--- src/rtl/ulf_pkg.sv ---
package ulf_pkg;
    localparam int TAG_BITS       = 16;
    localparam int SLOT_BITS      = 20;
    localparam int DATA_SLOTS     = 12;
    localparam int FIRST_CAP_SLOT = 3;
    localparam int MAX_CAP        = 9;
    localparam int IDX_BITS       = 7;
    localparam int RDAT_BITS      = 16;
    localparam int FRAME_BITS     = TAG_BITS + SLOT_BITS * DATA_SLOTS;

    typedef struct packed {
        logic                 pending;
        logic [IDX_BITS-1:0]  index;
        logic [RDAT_BITS-1:0] data;
    } rd_resp_t;

    typedef logic [SLOT_BITS-1:0] slot_word_t;
endpackage

--- src/rtl/ulf_cap_slot.sv ---
module ulf_cap_slot
    import ulf_pkg::*;
#(
    parameter int CAP_W = 18
) (
    input  logic             valid,
    input  logic [CAP_W-1:0] sample,
    output slot_word_t       word
);
    localparam int PAD_W = SLOT_BITS - CAP_W;

    always_comb begin
        word = '0;
        if (valid) word = {sample, {PAD_W{1'b0}}};
    end
endmodule

--- src/rtl/ulf_frame_build.sv ---
module ulf_frame_build
    import ulf_pkg::*;
#(
    parameter int NUM_CAP = 9,
    parameter int CAP_W   = 18
) (
    input  logic                     codec_ready,
    input  logic                     vra_en,
    input  rd_resp_t                 rd,
    input  logic [NUM_CAP-1:0]       cap_valid,
    input  logic [NUM_CAP*CAP_W-1:0] cap_data,
    input  logic [NUM_CAP-1:0]       slot_req,
    input  logic                     gp_valid,
    input  logic [SLOT_BITS-1:0]     gp_status,
    output logic [FRAME_BITS-1:0]    frame_vec
);
    localparam int IDX_LSB = SLOT_BITS - 1 - IDX_BITS;
    localparam int RD_LSB  = SLOT_BITS - RDAT_BITS;

    slot_word_t                   cap_word [NUM_CAP];
    logic [TAG_BITS-1:0]          tag;
    slot_word_t                   s1_word;
    slot_word_t                   s2_word;
    logic [DATA_SLOTS-1:0][SLOT_BITS-1:0] slots_p;
    logic [FRAME_BITS-1:0]        raw;

    for (genvar i = 0; i < NUM_CAP; i++) begin : g_cap
        ulf_cap_slot #(.CAP_W(CAP_W)) u_slot (
            .valid  (cap_valid[i]),
            .sample (cap_data[i*CAP_W +: CAP_W]),
            .word   (cap_word[i])
        );
    end

    always_comb begin
        tag = '0;
        tag[TAG_BITS-1] = 1'b1;
        tag[TAG_BITS-2] = rd.pending;
        tag[TAG_BITS-3] = rd.pending;
        for (int i = 0; i < NUM_CAP; i++)
            tag[TAG_BITS-1-(FIRST_CAP_SLOT+i)] = cap_valid[i];
        tag[TAG_BITS-1-DATA_SLOTS] = gp_valid;
    end

    always_comb begin
        s1_word = '0;
        if (rd.pending) s1_word[IDX_LSB +: IDX_BITS] = rd.index;
        for (int i = 0; i < NUM_CAP; i++)
            s1_word[SLOT_BITS-6-(FIRST_CAP_SLOT+i)] = vra_en & slot_req[i];
    end

    always_comb begin
        s2_word = '0;
        if (rd.pending) s2_word[RD_LSB +: RDAT_BITS] = rd.data;
    end

    always_comb begin
        slots_p = '0;
        slots_p[0] = s1_word;
        slots_p[1] = s2_word;
        for (int i = 0; i < NUM_CAP; i++)
            slots_p[FIRST_CAP_SLOT-1+i] = cap_word[i];
        slots_p[DATA_SLOTS-1] = gp_valid ? gp_status : '0;
    end

    always_comb begin
        raw = '0;
        raw[FRAME_BITS-1 -: TAG_BITS] = tag;
        for (int s = 0; s < DATA_SLOTS; s++)
            raw[FRAME_BITS-1-TAG_BITS-SLOT_BITS*s -: SLOT_BITS] = slots_p[s];
    end

    assign frame_vec = codec_ready ? raw : '0;
endmodule

--- src/rtl/ulf_shift.sv ---
module ulf_shift #(
    parameter int W = 256
) (
    input  logic         clk,
    input  logic         rst,
    input  logic         load,
    input  logic [W-1:0] din,
    output logic         sout
);
    logic [W-1:0] sreg;

    always_ff @(posedge clk) begin
        if (rst)       sreg <= '0;
        else if (load) sreg <= din;
        else           sreg <= {sreg[W-2:0], 1'b0};
    end

    assign sout = sreg[W-1];
endmodule

--- src/rtl/upstream_frame_tx.sv ---
module upstream_frame_tx
    import ulf_pkg::*;
#(
    parameter int NUM_CAP = 9,
    parameter int CAP_W   = 18
) (
    input  logic                     clk,
    input  logic                     rst,
    input  logic                     frame_start,
    input  logic                     codec_ready,
    input  logic                     vra_en,
    input  logic                     rd_pending,
    input  logic [6:0]               rd_index,
    input  logic [15:0]              rd_data,
    input  logic [NUM_CAP-1:0]       cap_valid,
    input  logic [NUM_CAP*CAP_W-1:0] cap_data,
    input  logic [NUM_CAP-1:0]       slot_req,
    input  logic                     gp_valid,
    input  logic [19:0]              gp_status,
    output logic                     sdata
);
    rd_resp_t              rd;
    logic [FRAME_BITS-1:0] frame_vec;

    assign rd = '{pending: rd_pending, index: rd_index, data: rd_data};

    ulf_frame_build #(.NUM_CAP(NUM_CAP), .CAP_W(CAP_W)) u_build (
        .codec_ready (codec_ready),
        .vra_en      (vra_en),
        .rd          (rd),
        .cap_valid   (cap_valid),
        .cap_data    (cap_data),
        .slot_req    (slot_req),
        .gp_valid    (gp_valid),
        .gp_status   (gp_status),
        .frame_vec   (frame_vec)
    );

    ulf_shift #(.W(FRAME_BITS)) u_shift (
        .clk  (clk),
        .rst  (rst),
        .load (frame_start),
        .din  (frame_vec),
        .sout (sdata)
    );
endmodule

--- config.mk ---
export PLATFORM = sky130hd
export DESIGN_NAME = upstream_frame_tx
export DESIGN_NICKNAME = d
export VERILOG_FILES = /design/src/rtl/ulf_pkg.sv /design/src/rtl/ulf_cap_slot.sv /design/src/rtl/ulf_frame_build.sv /design/src/rtl/ulf_shift.sv /design/src/rtl/upstream_frame_tx.sv
export SDC_FILE = /design/constraint.sdc
export NUM_CORES = 1
export LEC_CHECK = 0
export ABC_AREA = 1
export BUFFER_PORTS_ARGS = -buffer_cell sky130_fd_sc_hd__buf_4
export CORE_MARGIN = 3
export CORE_UTILIZATION = 47
export DETAILED_ROUTE_END_ITERATION = 10
export PLACE_DENSITY = 0.85
export SYNTH_ARGS = -nofsm -noshare
export SYNTH_HDL_FRONTEND = slang
export SYNTH_SLANG_ARGS = --single-unit
--- constraint.sdc ---
create_clock -name clk -period 0.9 [get_ports clk]
set_input_delay 0.045 -clock clk [delete_from_list [all_inputs] [get_ports clk]]
set_output_delay 0.045 -clock clk [all_outputs]
set_load 0.03 [all_outputs]
==> impl_metrics.toml <==
[clock_network]
cts_max_level = 1
clock_latency_ps = 510
cts-root-buf = "clkbuf_16"
clk_path_buf_depth = 3
tritoncts = "built"
cts-buffers-inserted = 26
clk_pin_slew_ps = 60
clock_sinks = 256

[min_path]
hold_path.class = "input pin to flop"

[timing]
finalHoldViolations = 0
worst_slack_ps = -107
max_slew_margin_pct = 83.6
final-setup-viol-count = 1
timing.fmax_ghz = 0.993
finClkSkew_ps = 14.0
rsz0062_at_grt = "yes"
min_period_ps = 1010
fin_crit_sh_pct = 112
worst_pin_slew_ps = 245
final_max_slew_viol_count = 0

[route]
met3RoutedLength_um = 2220
route.met2.wl_um = 16200
vias = 9148
routed.top_layer = "met4"
drt-pass1-iter-count = 5
ant_nets = 0
drtIter0Drc = 540
drc = 0
wl_per_cell_um = 17.6
m1WireLength_um = 10700
finalWirelength_um = 31200
via_per_inst = 5.15

[grt]
grt_pass1_wl_um = 48000
grt_max_degree = 30
first_global_vias = 9500
grt_use_total_pct = 30.2
antenna_found_initial = 7
grt_overflow = 0

[final_layout]
reg_top3 = "u_shift.sreg (256)"
largest_reg_flops = 256
syn2layout_area_growth_pct = 62.9
fin_cells = 1777
drive_gt1_share_pct = 20.5
nFillCells = 992
layout.nets = 1758
regMostFlops = "u_shift.sreg"

[pwr]
power.leakage_uw = 0.00672
p_per_area_mw_per_mm2 = 1800
netSwitchingPower_uw = 5540
ir_drop_uv = 1640
power.internal_uw = 19600
power_frac_clock_pct = 42.8
p_comb_share_pct = 10.8
seqPwrFrac_pct = 46.4
swShare_pct = 22.1

[critical_path]
critical_path_buf_inv_count = 1
critical_path.startpoint_type = "flop"
crit_chain = "buf_6"
cp-end-kind = "primary output"
path_delay_family = "flip-flops"
worstSetupStartpoint = "u_shift.sreg[255]"
crit_path_top_delay_cell = "dfxtp_2"
crit_path_max_incr_delay_ps = 320
required_ps = 850
path_class = "flop to primary output"
cp.arrival_ps = 960
crit_end = "sdata"
cp_num_cells = 1
r2r_setup_slack_ps = 280
path_max_fanout = 1
ff2ff_path_depth = 2
r2r_start = "u_shift.sreg[101]"
r2r_end = "u_shift.sreg[102]"

[floorplan]
core_area_mm2 = 0.0175
start_util_pct = 48.8
ios = 231
die-area_mm2 = 0.0199
num_rows = 48
die_w_um = 141
die_h_um = 141

[synth]
ys_ff_latch = 256
syn_inst = 1072
syn-num-nets = 1302
synth.avg_cell_area_um2 = 7.98
ys_warn_count = 0
syn_area_mm2 = 0.00855
yosysSeqAreaShare_pct = 59.9
synth_cell_types = 11

[run_status]
status = "complete, but fails checks"
violations = "setup timing"

[flow_run]
drv_cap = 0

[placed_design]
hpwl_um = 13900
portBuffers = 230
pre_cts_ws_ps = -123
dp.cells = 1496
gp_congestion = 0.818
==> final cells by class <==
class	count	area (um^2)	share of cell area (%)
antenna	9	22.5	0.162
clock buffer	39	801	5.75
clock inverter	4	53.8	0.386
inverter	32	120	0.862
multi-input combinational	710	2950	21.2
sequential	256	5130	36.8
tap	225	282	2.02
timing repair buffer	502	4580	32.9
==> worst min path at each step <==
stage | startpoint | to | slack (ps) | depth (start not counted)
3_5_place_dp | cap_data[139] | u_shift.sreg[55] | 270 | 3
5_1_grt | codec_ready | u_shift.sreg[255] | 30 | 4
4_1_cts | frame_start | u_shift.sreg[157] | 2 | 5
2_1_floorplan | gp_status[0] | u_shift.sreg[0] | 160 | 2
6_report | frame_start | u_shift.sreg[157] | 30 | 5
3_3_place_gp | cap_data[153] | u_shift.sreg[31] | 260 | 3
==> worst register-to-register path, stage by stage (launching register included) <==
cell and delay [ps]:
dfxtp_1 310, nand2_1 120, nand2_1 80
==> cell usage in the layout (no fill, tap or decap), drive strengths merged <==
cell type,instances
nand2,464
clkbuf,39
clkinv,1
dfxtp,256
dlygate4sd3,228
nand3,205
clkinvlp,1
buf,274
bufinv,1
nor2,32
o21ai,9
inv,33
diode,9
==> synthesized netlist by cell type (all sizes together) <==
cell type | n | area [um^2]
nand2 | 464 | 1740
dfxtp | 256 | 5120
nand3 | 205 | 1030
buf | 45 | 258
inv | 32 | 120
nor2 | 32 | 128
clkbuf | 29 | 109
o21ai | 9 | 45.0
==> power by group through the flow <==
stage	clock network (uW)	logic, uW	registers (uW)
final	10800	2710	11700
after CTS	10800	2540	11700
after global routing	11300	2860	11700
after detailed placement	0	1730	11900
after global placement	0	1710	11900
after floorplan	0	624	11900
==> kinds of logic (layout without fill, tap and decap cells) <==
logic type | after synthesis | after routing | share of synthesized area, %
buf+inv | 106 | 577 | 5.69
simple gates | 701 | 701 | 33.9
other cells | 0 | 9 | 0
flops | 256 | 256 | 59.9
compound gates | 9 | 9 | 0.527
==> timing repair <==
| item | CTS | global route |
|---|---|---|
| hold endpoints to repair | 226 | 0 |
| buffers inserted | 0 | 1 |
| hold buffers | 228 | 0 |
| resized for setup | 2 | 0 |
| pin swaps | 0 | 1 |
| cloned | 0 | 0 |
| endpoints found under the setup margin | 1 | 3 |
==> routing by layer <==
| layer | vias up | track usage [%] |
|---|---|---|
| met2 | 525 | 56.4 |
| met4 | 0 | 18.4 |
| met3 | 172 | 6.14 |
| met1 | 4179 | 30.7 |
| li1 | 4272 | - |
| met5 | - | 0 |
==> metrics by stage <==
stage          utilization [%]  hold WS, ps  TNS (ps)  instance area [um^2]  power (uW)
6_report                  79.5         29.1      -107                 13900       25100
5_1_grt                   79.4         25.4      -145                 13900       25900
4_1_cts                   79.3         1.78      -122                 13900       25000
3_5_place_dp              61.4          268    -13220                 10800       13600
3_3_place_gp              61.4          264     -7180                 10800       13600
2_1_floorplan                -          157         0                  8550       12500
Note: power is estimated with default switching activity, not from simulation.
